<file path="src/rtl/sclk_low_pkg.sv">
package sclk_low_pkg;

    localparam int NUM_CHK  = 3;
    localparam int IDX_CONT = 0;
    localparam int IDX_MEXT = 1;
    localparam int IDX_SEXT = 2;

    typedef logic [NUM_CHK-1:0] chk_vec_t;

    typedef enum logic [1:0] {
        MON_OFF  = 2'd0,
        MON_IDLE = 2'd1,
        MON_MSG  = 2'd2
    } mon_state_t;

    // time budget in milliseconds for each check
    function automatic int chk_ms(input int idx);
        case (idx)
            IDX_CONT: return 25;
            IDX_MEXT: return 10;
            default:  return 25;
        endcase
    endfunction

endpackage

</file>
<file path="src/rtl/sclk_low_fsm.sv">
module sclk_low_fsm
    import sclk_low_pkg::*;
(
    input  logic clk,
    input  logic rst_n,
    input  logic enable,
    input  logic start_det,
    input  logic stop_det,
    output logic msg_live,
    output logic cum_restart
);

    mon_state_t state_q;
    mon_state_t state_d;

    always_ff @(posedge clk or negedge rst_n) begin
        if (!rst_n) begin
            state_q <= MON_OFF;
        end else begin
            state_q <= state_d;
        end
    end

    always_comb begin
        state_d = state_q;
        unique case (state_q)
            MON_OFF: begin
                if (enable) state_d = MON_IDLE;
            end
            MON_IDLE: begin
                if (!enable)        state_d = MON_OFF;
                else if (start_det) state_d = MON_MSG;
            end
            MON_MSG: begin
                if (!enable)       state_d = MON_OFF;
                else if (stop_det) state_d = MON_IDLE;
            end
            default: state_d = MON_OFF;
        endcase
    end

    always_comb begin
        msg_live    = (state_q == MON_MSG) && enable && !stop_det;
        cum_restart = !msg_live || start_det;
    end

endmodule

</file>
<file path="src/rtl/sclk_low_cnt.sv">
module sclk_low_cnt #(
    parameter int LIMIT = 1000,
    localparam int W    = $clog2(LIMIT + 1)
) (
    input  logic clk,
    input  logic rst_n,
    input  logic run,
    input  logic clr,
    output logic hit
);

    logic [W-1:0] cnt_q;

    always_ff @(posedge clk or negedge rst_n) begin
        if (!rst_n) begin
            cnt_q <= '0;
        end else if (clr) begin
            cnt_q <= '0;
        end else if (run && (cnt_q != W'(LIMIT))) begin
            cnt_q <= cnt_q + 1'b1;
        end
    end

    always_comb begin
        hit = run && !clr && (cnt_q == W'(LIMIT - 1));
    end

endmodule

</file>
<file path="src/rtl/sclk_flag_bank.sv">
module sclk_flag_bank
    import sclk_low_pkg::*;
(
    input  logic     clk,
    input  logic     rst_n,
    input  chk_vec_t set_vec,
    input  chk_vec_t clr_vec,
    input  chk_vec_t mask,
    output chk_vec_t flag_q,
    output logic     irq
);

    always_ff @(posedge clk or negedge rst_n) begin
        if (!rst_n) begin
            flag_q <= '0;
        end else begin
            flag_q <= (flag_q & ~clr_vec) | set_vec;
        end
    end

    always_comb begin
        irq = |(flag_q & mask);
    end

endmodule

</file>
<file path="src/rtl/sclk_low_watch.sv">
module sclk_low_watch
    import sclk_low_pkg::*;
#(
    parameter int CLK_KHZ = 100_000
) (
    input  logic       clk,
    input  logic       rst_n,
    input  logic       enable,
    input  logic       scl_level,
    input  logic       start_det,
    input  logic       stop_det,
    input  logic       is_master,
    input  logic       self_stretch,
    input  logic [2:0] irq_en,
    input  logic [2:0] flag_clr,
    output logic [2:0] flags,
    output logic       err_irq
);

    logic     msg_live;
    logic     cum_restart;
    chk_vec_t run_vec;
    chk_vec_t clr_vec;
    chk_vec_t hit_vec;

    sclk_low_fsm i_fsm (
        .clk         (clk),
        .rst_n       (rst_n),
        .enable      (enable),
        .start_det   (start_det),
        .stop_det    (stop_det),
        .msg_live    (msg_live),
        .cum_restart (cum_restart)
    );

    always_comb begin
        run_vec[IDX_CONT] = msg_live && !scl_level;
        clr_vec[IDX_CONT] = !msg_live || scl_level;
        run_vec[IDX_MEXT] = msg_live && !scl_level && self_stretch && is_master;
        clr_vec[IDX_MEXT] = cum_restart;
        run_vec[IDX_SEXT] = msg_live && !scl_level && self_stretch && !is_master;
        clr_vec[IDX_SEXT] = cum_restart;
    end

    for (genvar g = 0; g < NUM_CHK; g++) begin : g_chk
        localparam int LIM = chk_ms(g) * CLK_KHZ;
        sclk_low_cnt #(
            .LIMIT (LIM)
        ) i_cnt (
            .clk   (clk),
            .rst_n (rst_n),
            .run   (run_vec[g]),
            .clr   (clr_vec[g]),
            .hit   (hit_vec[g])
        );
    end

    sclk_flag_bank i_flags (
        .clk     (clk),
        .rst_n   (rst_n),
        .set_vec (hit_vec),
        .clr_vec (flag_clr),
        .mask    (irq_en),
        .flag_q  (flags),
        .irq     (err_irq)
    );

endmodule

</file>
<file path="config.mk">
export PLATFORM = sky130hd
export DESIGN_NAME = sclk_low_watch
export DESIGN_NICKNAME = d
export VERILOG_FILES = /design/src/rtl/sclk_low_pkg.sv /design/src/rtl/sclk_low_fsm.sv /design/src/rtl/sclk_low_cnt.sv /design/src/rtl/sclk_flag_bank.sv /design/src/rtl/sclk_low_watch.sv
export SDC_FILE = /design/constraint.sdc
export NUM_CORES = 1
export LEC_CHECK = 0
export ABC_AREA = 1
export BUFFER_PORTS_ARGS = -buffer_cell sky130_fd_sc_hd__buf_2
export CAP_MARGIN = 10
export CORE_AREA = 4 4 87 89
export CTS_CLUSTER_SIZE = 14
export DETAILED_ROUTE_END_ITERATION = 10
export DIE_AREA = 0 0 91 93
export PLACE_DENSITY = 0.9
export SYNTH_ARGS = -nofsm -noshare
export SYNTH_HDL_FRONTEND = slang
export SYNTH_SLANG_ARGS = --single-unit
</file>
<file path="constraint.sdc">
create_clock -name clk -period 4.5 [get_ports clk]
set_input_delay 0.225 -clock clk [delete_from_list [all_inputs] [get_ports clk]]
set_output_delay 0.225 -clock clk [all_outputs]
set_load 0.01 [all_outputs]
</file>
==> results.md <==
* Status: completed
* Hold Fails Final Rpt at 0
* RePlAce Congestion at 0.9062
* Skew final at 11.30 ps
* Row count at 30
* Layout Cells excl Fill at 766
* Overall Power at 1.118 mW
* DR vias/cell at 5.705
* GRT Util Overall at 0.2600
* Post-CTS Setup Bufs at 0
* Die Area at 8463 µm²
* Top post-synthesis cells by count: nand2_1, nor2_1, dfrtp_1
* Worst-Margin Slew at 946.4 ps
* Internal power at 0.8417 mW
* Crit path launch type: flop
* Clock transition at path regs at 80 ps
* CTS tree: built
* Setup violations, final at 0
* Vias in the first global route at 4,159
* Total negative slack at 0 ps
* Ys async rst share at 1.000
* Share of layout cells above drive strength 1 at 0.08601
* Iter 0 DRT Violations at 277
* DRC Markers at 0
* Number of max-cap violations at 0
* Vias at 4,370
* Post-route design area at 4766 µm²
* Clock buffer depth at 2
* F_max at 468.8 MHz
* Hold_buf cts at 0
* Detailed Routing Iterations Pass 1 at 6
* Initial antenna violation count at 0
* Final Core Density at 0.7054
* Clk sink count at 69
* # nets final at 701
* Average instance area after synthesis at 6.748 µm²
* TritonCTS buffer count at 9
* Core area at 6756 µm²
* Area after DPL at 4589 µm²
* Final HPWL DP at 7574 µm
* Filler cell count at 557
* H-tree depth at 3
* Comb pwr share at 0.028
* Fin. max-slew vios at 0
* Synth warn at 0
* Req. time, crit path at 4790 ps
* Setup repair after global routing missed its margin: no
* Arrival @ worst endpoint at 2430 ps
* Setup crit end kind: flop
* Synth Flop Type: dfrtp_1
* Yosys top cell area share at 0.3871
* Die Ht at 93 µm
* Clk pwr share at 0.415
* Syn_nets at 681
* Worst-Skew Late Latency at 350 ps
* Inserted Diodes at 0
* Placed cells at 750
* Pin count of the biggest net entering global routing at 44
* Starting Density at 0.6602
* First-pass GRT wire length at 17,970 µm
* VDD IR max at 188.5 µV
* Synth Instances at 661
* Switch Pwr at 0.2764 mW
* CP max FO at 28
* Distinct cells, synth at 33
* Pwr dens at 234.6 nW/µm²
* Area grow syn2layout at 6.844%
* PortBufs at 17
* Synth Register Bits at 69
* Seq pwr share at 0.556
* Post_cts resized at 0
* Top cell type by total area after synthesis: dfrtp_1
* Crit Path Class: flop to flop
* Seq/Total Area, Yosys at 0.3871
* Routed Antenna Nets at 0
* IO Count at 18
* Period minus WS final at 2133 ps
* Fin crit share at 0.4741
* Total congestion overflow at 0
* Routed wire length at 10,370 µm
* Clk root buf: clkbuf_8
* Mapped cell area at 4461 µm²
* Dominant cells by area after synthesis: dfrtp_1, nand2_1, nor2_1
* EDFF count, synth at 0
* Cell with the most instances after synthesis: nand2_1
* Routed len/inst at 13.54 µm
* Sw frac at 0.2472
* Static leakage at 2.152 nW
* Max-slew headroom at 0.3690
* Hold Crit Class: input pin to asynchronous set/reset pin
* Die W at 91 µm
## layout make-up
cell class / instances / area, µm² / share of cell area
Timing Repair Buffer: 18 / 92.59 / 0.01943
Tap cell: 80 / 100.1 / 0.02100
Multi-Input combinational cell: 517 / 2420 / 0.5077
Clock inverter: 6 / 38.79 / 0.008139
Sequential cell: 69 / 1727 / 0.3623
Clock buffer: 10 / 137.6 / 0.02888
Inverter: 66 / 250.2 / 0.05251
## cells by family after synthesis
kind of cell | share of synthesized area
AO/OA/AOI/OAI | 0.03843
XOR/XNOR | 0.04713
adder cells (fa/ha/maj) | 0.01683
buffers and inverters | 0.07041
flip-flops | 0.3871
AND/OR/NAND/NOR | 0.4401
## routing by layer
metal / global-route usage / vias to the layer above / routed length (µm)
met5: 0 / - / 0
met4: 0.1219 / 0 / 235
met3: 0.04103 / 28 / 729
met2: 0.4402 / 199 / 5009
met1: 0.3276 / 2021 / 4393
li1: - / 2122 / -
## sequential cells by signal, indices dropped and copies added, names as in the netlist
| signal | flops |
|---|---|
| g_chk.i_cnt.cnt_q | 64 |
| i_fsm.state_q | 2 |
| i_flags.flag_q | 3 |
## path summary, 6_finish.rpt
check	slack, ps	startpoint	to	cells past startpoint
max in group asynchronous	3580	rst_n	g_chk[1].i_cnt.cnt_q[6]	2
worst min register to register	500	g_chk[0].i_cnt.cnt_q[5]	g_chk[0].i_cnt.cnt_q[5]	1
worst max-delay path	2370	i_fsm.state_q[0]	g_chk[2].i_cnt.cnt_q[12]	9
worst max register to register	2370	i_fsm.state_q[0]	g_chk[2].i_cnt.cnt_q[12]	9
min in group clk	40	flag_clr[0]	i_flags.flag_q[0]	2
worst min-delay path	10	rst_n	g_chk[0].i_cnt.cnt_q[18]	1
## through the flow
stage	setup slack [ps]	hold slack, ps
after CTS	2387	34.97
after global placement	2534	402.3
final	2367	12.23
after floorplan	2907	-70.59
after detailed placement	2422	417.7
after global routing	2210	67.25
## worst max-delay path, stage by stage (launching register included)
cell     delay [ps]
dfrtp_1         380
inv_2            60
nand2_2          90
nor2_8          190
nand2_4         180
inv_2           450
nand2_2         280
inv_4           260
nand2_1         100
nand2_1          70
## power by group through the flow
| stage | combinational [mW] | clock (mW) | sequential, mW |
|---|---|---|---|
| final | 0.0316 | 0.464 | 0.622 |
| after global routing | 0.0363 | 0.499 | 0.622 |
| after CTS | 0.0326 | 0.470 | 0.622 |
| after detailed placement | 0.0326 | 0 | 0.634 |
| after global placement | 0.0318 | 0 | 0.634 |
| after floorplan | 0.0113 | 0 | 0.634 |
## layout by cell type, fill, tap and decap left out, types with 2 or more instances in the layout
cell type / instances
clkinv_2: 3
xnor2_1: 3
nand4_1: 24
nor3_1: 12
o22ai_1: 3
nor2_8: 2
dfrtp_1: 69
nor2_4: 2
clkbuf_8: 10
nand3_1: 46
inv_2: 5
clkinvlp_4: 2
nand2_2: 4
nand2_1: 231
inv_1: 60
and2_1: 3
ha_1: 6
xor2_1: 21
or2_2: 4
nor2_2: 4
nor2_1: 116
buf_2: 17
o21ai_1: 7
o21ai_0: 14
a21oi_1: 8
(Power assumes the default switching activity.)
